## src/rtl/grp_irq_ctrl.sv

```systemverilog
module grp_irq_ctrl #(
  parameter int NSRC     = 18,
  parameter int GRP_SIZE = 3,
  parameter int NLVL     = 4,
  parameter logic [NSRC-1:0] WAKE_SRC = 'h000C3,
  localparam int NGRP = NSRC / GRP_SIZE,
  localparam int LW   = $clog2(NLVL),
  localparam int IW   = $clog2(NSRC)
) (
  input  logic             clk,
  input  logic             rst_n,
  input  logic [NSRC-1:0]  req_i,
  input  logic             en_we_i,
  input  logic [NSRC-1:0]  en_d_i,
  input  logic             prio_we_i,
  input  logic [NGRP*LW-1:0] prio_d_i,
  input  logic             gie_we_i,
  input  logic             gie_d_i,
  input  logic             ack_i,
  input  logic             reti_i,
  input  logic             sleep_i,
  output logic             irq_valid_o,
  output logic [IW-1:0]    irq_vec_o,
  output logic [LW-1:0]    irq_lvl_o,
  output logic             wake_o
);

  logic [NSRC-1:0]    pend_q, en_q;
  logic [NGRP*LW-1:0] prio_q;
  logic               gie_q;
  logic [NLVL-1:0]    active_q;

  logic               found, busy, take;
  logic [IW-1:0]      best_idx;
  logic [LW-1:0]      best_lvl, cur_lvl, sl;

  always_comb begin
    found    = 1'b0;
    best_idx = '0;
    best_lvl = '0;
    sl       = '0;
    for (int i = 0; i < NSRC; i++) begin
      sl = prio_q[(i / GRP_SIZE) * LW +: LW];
      if (pend_q[i] && en_q[i] && (!found || sl > best_lvl)) begin
        found    = 1'b1;
        best_idx = IW'(i);
        best_lvl = sl;
      end
    end
  end

  always_comb begin
    cur_lvl = '0;
    for (int l = 0; l < NLVL; l++)
      if (active_q[l]) cur_lvl = LW'(l);
  end

  assign busy        = |active_q;
  assign irq_valid_o = gie_q && found && (!busy || best_lvl > cur_lvl);
  assign irq_vec_o   = best_idx;
  assign irq_lvl_o   = best_lvl;
  assign take        = ack_i && irq_valid_o && !reti_i;
  assign wake_o      = sleep_i && |(pend_q & en_q & WAKE_SRC);

  always_ff @(posedge clk or negedge rst_n) begin
    if (!rst_n) begin
      pend_q   <= '0;
      en_q     <= '0;
      prio_q   <= '0;
      gie_q    <= 1'b0;
      active_q <= '0;
    end else begin
      if (reti_i && busy)
        active_q[cur_lvl] <= 1'b0;
      else if (take)
        active_q[best_lvl] <= 1'b1;
      if (en_we_i)   en_q   <= en_d_i;
      if (prio_we_i) prio_q <= prio_d_i;
      if (gie_we_i)  gie_q  <= gie_d_i;
      pend_q <= (pend_q & ~(take ? (NSRC'(1) << best_idx) : '0)) | req_i;
    end
  end

  a_r7_ack_clears: assert property (@(posedge clk) disable iff (!rst_n)
    ack_i && irq_valid_o && !reti_i && !req_i[irq_vec_o] |=> !pend_q[$past(irq_vec_o)]);

  a_r7_level_entered: assert property (@(posedge clk) disable iff (!rst_n)
    ack_i && irq_valid_o && !reti_i |=> active_q[$past(irq_lvl_o)]);

  a_r3_vector_enabled: assert property (@(posedge clk) disable iff (!rst_n)
    irq_valid_o |-> en_q[irq_vec_o] && pend_q[irq_vec_o]);

  a_r9_reti_pops: assert property (@(posedge clk) disable iff (!rst_n)
    reti_i && busy |=> $countones(active_q) == $countones($past(active_q)) - 1);

endmodule

```

## config.mk

```make
export PLATFORM = sky130hd
export DESIGN_NAME = grp_irq_ctrl
export DESIGN_NICKNAME = d
export VERILOG_FILES = /design/src/rtl/grp_irq_ctrl.sv
export SDC_FILE = /design/constraint.sdc
export NUM_CORES = 1
export LEC_CHECK = 0
export BUFFER_PORTS_ARGS = -buffer_cell sky130_fd_sc_hd__buf_4
export CAP_MARGIN = 25
export CORE_MARGIN = 10
export CORE_UTILIZATION = 52
export DETAILED_ROUTE_END_ITERATION = 12
export GPL_TIMING_DRIVEN = 0
export PLACE_DENSITY = 0.85
export SLEW_MARGIN = 20
export SYNTH_ARGS = -nofsm -noshare
export SYNTH_HDL_FRONTEND = slang
export SYNTH_SLANG_ARGS = --single-unit
```

## constraint.sdc

```tcl
create_clock -name clk -period 22.9 [get_ports clk]
set_clock_uncertainty 0.05 [all_clocks]
set_input_delay 2.29 -clock clk [delete_from_list [all_inputs] [get_ports clk]]
set_output_delay 2.29 -clock clk [all_outputs]
set_load 0.01 [all_outputs]
```

Word level (Yosys, flattened, before mapping)
Index checks and enable logic that the tools add are counted.

operators by class
  bitwise gates (word level) = 7
  mux-type cells = 63
  order comparisons = 22
  shifts and indexed selects = 1
  reduce and logical (&&, ||, !) cells = 83

operators with widths
  cell                                                                number
  2-to-1 mux 5 bit                                                    16
  logical AND 1 bit                                                   43
  2-to-1 mux 2 bit                                                    20
  > comparator 2 bit                                                  18
  2-to-1 mux 1 bit                                                    22
  zero test 1 bit                                                     19
  AND 18 bit                                                          1
  logical OR 1 bit                                                    18
  2-to-1 mux 18 bit                                                   1
  NOT 18 bit                                                          1
  bitwise OR 18 bit                                                   1
  << shifter 1 x 5 -> 18 bit (first input constant)                   1
  AND 8 bit                                                           1
  2-to-1 mux 4 bit                                                    2
  OR reduction 4 bit                                                  2
  < comparator 2 x 3 -> 1 bit (second input constant)                 2
  AND 4 bit                                                           1
  demux 1 bit (select 2 bit)                                          2
  greater-or-equal comparator 2 x 1 -> 1 bit (second input constant)  2
  NOT 4 bit                                                           1
  bitwise OR 4 bit                                                    1
  nonzero test 2 bit                                                  1

word-level totals
  output and inout bits = 9
  register bits = 53
  word-level logic and storage cells = 181

Longest topological paths before layout
  depth after elaboration = 79
  gate-level depth with buffers = 114
  mapped depth without buffers = 111

Worst setup path before layout
No wires, ideal clock.

  kind = register to output
  start = reg pend_q[1]
  end = out irq_valid_o
  required time = 20.560 ns
  path slack = 0.608 ns
  buffers on the path = 2
  data arrival time = 19.952 ns
  cell stages (with the launch flop) = 101
  path through = dfrtp_1 -> a222oi_1 -> buf_4 -> nor2_1 -> ha_1 -> nor2_1 -> o21ai_0 -> a21oi_1 -> mux2_2 -> ha_1 -> maj3_1 -> a21oi_1 -> nand2_1 -> mux2_2 -> ha_1 -> nand4_1 -> o221a_2 -> o21ai_0 -> (+65 left out) -> nand2_1 -> o21ai_0 -> a21oi_1 -> inv_1 -> a21o_1 -> ha_1 -> nor2b_1 -> o21ai_0 -> a21oi_1 -> or2_2 -> clkbuf_1 -> nor2_1 -> nor2_1 -> o21ai_0 -> ha_1 -> a21oi_1 -> o21ai_0 -> nor2_1

between the ends
  longest elaborated chain between the ends = 70
  elaborated cells between the ends (all ways) = 104
  those cells by class = order compare: 17; mux: 34; reduce/logical: 53

ends and longest elaborated chain
  element                                                       line  RTL
  from (decl)                                                   28    logic [NSRC-1:0] pend_q, en_q;
  from (signal assigned)                                        80    pend_q <= (pend_q & ~(take ? (NSRC'(1) << best_idx) : '0)) | req_i;
  logical AND 1 bit * (2 in a row)                              44    if (pend_q[i] && en_q[i] && (!found || sl > best_lvl)) begin
  2-to-1 mux 2 bit / 2-to-1 mux 1 bit (equally long branches)   44
  > comparator 2 bit / zero test 1 bit (equally long branches)  44
  logical OR 1 bit                                              44
  logical AND 1 bit                                             44
  2-to-1 mux 2 bit / 2-to-1 mux 1 bit (equally long branches)   44
  > comparator 2 bit / zero test 1 bit (equally long branches)  44
  logical OR 1 bit                                              44
  (+54 left out)                                                -
  > comparator 2 bit / zero test 1 bit (equally long branches)  44
  logical OR 1 bit                                              44
  logical AND 1 bit                                             44
  2-to-1 mux 2 bit *                                            44
  via irq_lvl_o[1]                                              24    output logic [LW-1:0] irq_lvl_o,
  > comparator 2 bit *                                          59    assign irq_valid_o = gie_q && found && (!busy || best_lvl > cur_lvl);
  logical OR 1 bit *                                            59
  logical AND 1 bit *                                           59
  to (decl)                                                     22    output logic irq_valid_o,

Mark *: on every way through the listed nets, which the timed path passes. The rest lies on a longest branch.

Worst setup path in the final report
  start = reg pend_q[1]
  end = out irq_valid_o

between the ends
  longest elaborated chain between the ends = 70
  elaborated cells between the ends (all ways) = 104
  those cells by class = order compare: 17; mux: 34; reduce/logical: 53

ends and longest elaborated chain
  element                                                       line
  logical AND 1 bit * (2 in a row)                              44
  2-to-1 mux 2 bit / 2-to-1 mux 1 bit (equally long branches)   44
  > comparator 2 bit / zero test 1 bit (equally long branches)  44
  logical OR 1 bit                                              44
  logical AND 1 bit                                             44
  2-to-1 mux 2 bit / 2-to-1 mux 1 bit (equally long branches)   44
  > comparator 2 bit / zero test 1 bit (equally long branches)  44
  logical OR 1 bit                                              44
  (+53 left out)                                                -
  2-to-1 mux 2 bit / 2-to-1 mux 1 bit (equally long branches)   44
  > comparator 2 bit / zero test 1 bit (equally long branches)  44
  logical OR 1 bit                                              44
  logical AND 1 bit                                             44
  2-to-1 mux 2 bit                                              44
  > comparator 2 bit                                            59
  logical OR 1 bit                                              59
  logical AND 1 bit *                                           59

Every way passes the cells marked *; elsewhere a longest branch is shown, timed or not.

==> results.py <==
metrics = {
    "critical_path": {
        "required_ps": 20560,
        "cp_max_fo": 7,
        "slowest_stage": "dfrtp_1",
        "worstPathArrival_ps": 19900,
        "path_class": "flip-flop to output pin",
        "critPathCaptureType": "output pin",
        "rr_worst_depth": 107,
        "r2r_slack_ps": 1610,
        "worst_setup_path_start_kind": "flip-flop",
        "critPathMaxStageDelay_ps": 420,
    },
    "clocking": {
        "clk_latency_ps": 310,
        "numCtsBuffers": 5,
        "clkTransAtPathRegs_ps": 100,
        "hold_buffers": 0,
        "clk_path_buf_depth": 2,
        "cts-root-buf": "clkbuf_8",
        "htreeDepth": 2,
        "cts_tree": "built",
        "clock-sinks": 53,
    },
    "logic_synthesis": {
        "syn_area_mm2": 0.00399,
        "async_reset_ff_frac": 1.00,
        "ys_top_cells_by_count": "dfrtp_1, nor2_1, nand2_1, o21ai_0",
        "synth.top_cell.area_share": 0.333,
        "synth_seq_area_share": 0.333,
        "yosysTopAreaCell": "dfrtp_1",
        "syn_nets": 534,
        "synth_edf_count": 0,
        "synth_cell_type_count": 72,
        "synth_area_leaders": "dfrtp_1, mux2_2, ha_1",
        "yosysWarningCount": 0,
        "synthFlopType": "dfrtp_1",
        "avgSynthCellArea_um2": 8.72,
        "ys_seq_elements": 53,
        "postSynthCellCount": 457,
    },
    "route": {
        "routed_wl_um": 11700,
        "routedWlPerCell_um": 17.8,
        "drtIter0Drc": 258,
        "via_per_inst": 5.95,
        "drtPass1Iterations": 5,
        "postRouteAntennaNets": 0,
        "drc_errors": 0,
        "routed-via-count": 3915,
    },
    "placed_design": {
        "portBuffers": 64,
        "gp_congestion": 0.907,
        "placed_cells_incl_taps": 620,
        "hpwlAfterDp_um": 8390,
        "place_ws_ps": -1700,
    },
    "layout": {
        "stdcell_count": 658,
        "postLayoutCoreUtil": 0.703,
        "final_layout_size_suffix_gt1_frac": 0.347,
        "fill_cells": 556,
        "area_growth_pct": 30.0,
        "nets": 635,
        "antennaDiodeCount": 0,
    },
    "min_path": {
        "min_path_cells": 1,
        "hold_path_class": "flip-flop to flip-flop",
    },
    "sta": {
        "hold_viol_final": 0,
        "setup_viol": 0,
        "fin_crit_ps": 22240,
        "fin_crit_sh": 0.971,
        "holdWs_ps": 461,
        "finalWorstSetupSlack_ps": 661,
        "slew_headroom": 0.249,
        "worstMarginPinSlew_ps": 1100,
        "finalMaxSlewViolations": 0,
        "fmax_mhz": 45.0,
    },
    "floorplanning": {
        "design.die.area_mm2": 0.0116,
        "ioPinCount": 66,
        "core-area_mm2": 0.00737,
        "fp-row-count": 31,
        "start_util": 0.541,
        "dieHeight_um": 108,
        "die_x_um": 108,
    },
    "power": {
        "switchingPower_uw": 389,
        "p_sw_frac": 0.473,
        "clkPwrFrac": 0.070,
        "internal_power_uw": 434,
        "p_per_area_mw_per_mm2": 159,
        "peakVddDrop_uv": 206,
        "p_comb_frac": 0.791,
        "p_leak_uw": 0.00224,
        "power_uw": 824,
        "seqPwrFrac": 0.139,
    },
    "grt": {
        "grt_pass1_wl_um": 18200,
        "antenna_found_initial": 0,
        "grt-ovfl-total": 0,
        "grt_start_max_net_pins": 54,
        "grt_usage": 0.188,
        "grt_pass1_vias": 3824,
    },
    "flow_run": {
        "maxCapViolations": 0,
    },
    "status": {
        "status": "finished clean",
    },
}
-- cells in the final DEF, fill, tap and decap left out, drive strengths merged, types with 5 or more instances in the layout --
cell / count
buf: 99
nor2: 54
dfrtp: 53
nand2: 39
o21ai: 39
mux2: 32
a21oi: 31
inv: 25
ha: 20
clkbuf: 16
nor3: 14
nand2b: 11
a21o: 11
a31oi: 9
nand3: 8
and2: 8
nor2b: 5
o22a: 5
-- worst max-delay path, delay by kind of cell, from the launching register on --
family                   cells  cell delay, ps
AO/OA/AOI/OAI               38            5930
adder cells (fa/ha/maj)     20            5380
buffers and inverters        7             840
flip-flops                   1             420
multiplexers                10            3350
AND/OR/NAND/NOR             28            3630
-- metrics by stage --
stage,cell area (um^2),TNS [ps]
5_1_grt,5180,-218
2_1_floorplan,3990,0
6_report,5180,0
3_3_place_gp,4590,-7580
3_5_place_dp,4590,-15090
4_1_cts,4830,0
-- area by class of cell --
| type | count | area, um^2 | area share |
|---|---|---|---|
| multi-input combinational | 364 | 2760 | 0.532 |
| sequential | 53 | 1330 | 0.256 |
| timing repair buffer | 95 | 713 | 0.138 |
| tap | 99 | 124 | 0.0239 |
| inverter | 25 | 96.3 | 0.0186 |
| clock buffer | 6 | 82.6 | 0.0159 |
| buffer | 14 | 66.3 | 0.0128 |
| clock inverter | 2 | 13.8 | 0.00266 |
-- what timing repair did --
action,in CTS,in global routing
buffers inserted,10,21
endpoints found under the setup margin,25,18
pin swaps,11,26
resized for setup,22,42
-- logic make-up after synthesis --
logic type / count (synthesis) / share of synthesized area
AOI/OAI and AO/OA: 147 / 0.263
adders and majority gates: 24 / 0.0731
buffers and inverters: 40 / 0.0411
DFF: 53 / 0.333
muxes: 33 / 0.0948
and+or+nand+nor: 160 / 0.195
-- state kept, by name, indices dropped and copies added, names as in the netlist --
signal,count
active_q,4
en_q,18
gie_q,1
pend_q,18
prio_q,12
-- power by group through the flow --
stage,clock network [uW],registers (uW),logic (uW)
2_1_floorplan,0,113,366
5_1_grt,62.6,116,707
4_1_cts,59.2,114,542
3_5_place_dp,0,116,510
6_report,57.9,114,652
3_3_place_gp,0,115,495
-- final timing paths --
path                            start          end
max reg2reg                 pend_q[1]    pend_q[5]
min reg2reg                pend_q[17]   pend_q[17]
min in group asynchronous       rst_n      en_q[4]
min                        pend_q[17]   pend_q[17]
max                         pend_q[1]  irq_valid_o
max in group asynchronous       rst_n    prio_q[2]
-- routing by layer --
layer	wire (um)	global-route usage	part of all wire	up-vias
met5	0	0	0	-
met4	152	0.0429	0.013	0
met3	802	0.0527	0.069	14
met1	5130	0.241	0.44	1870
li1	-	-	-	1887
met2	5600	0.307	0.48	144
Power figures use the tool's default switching activity.
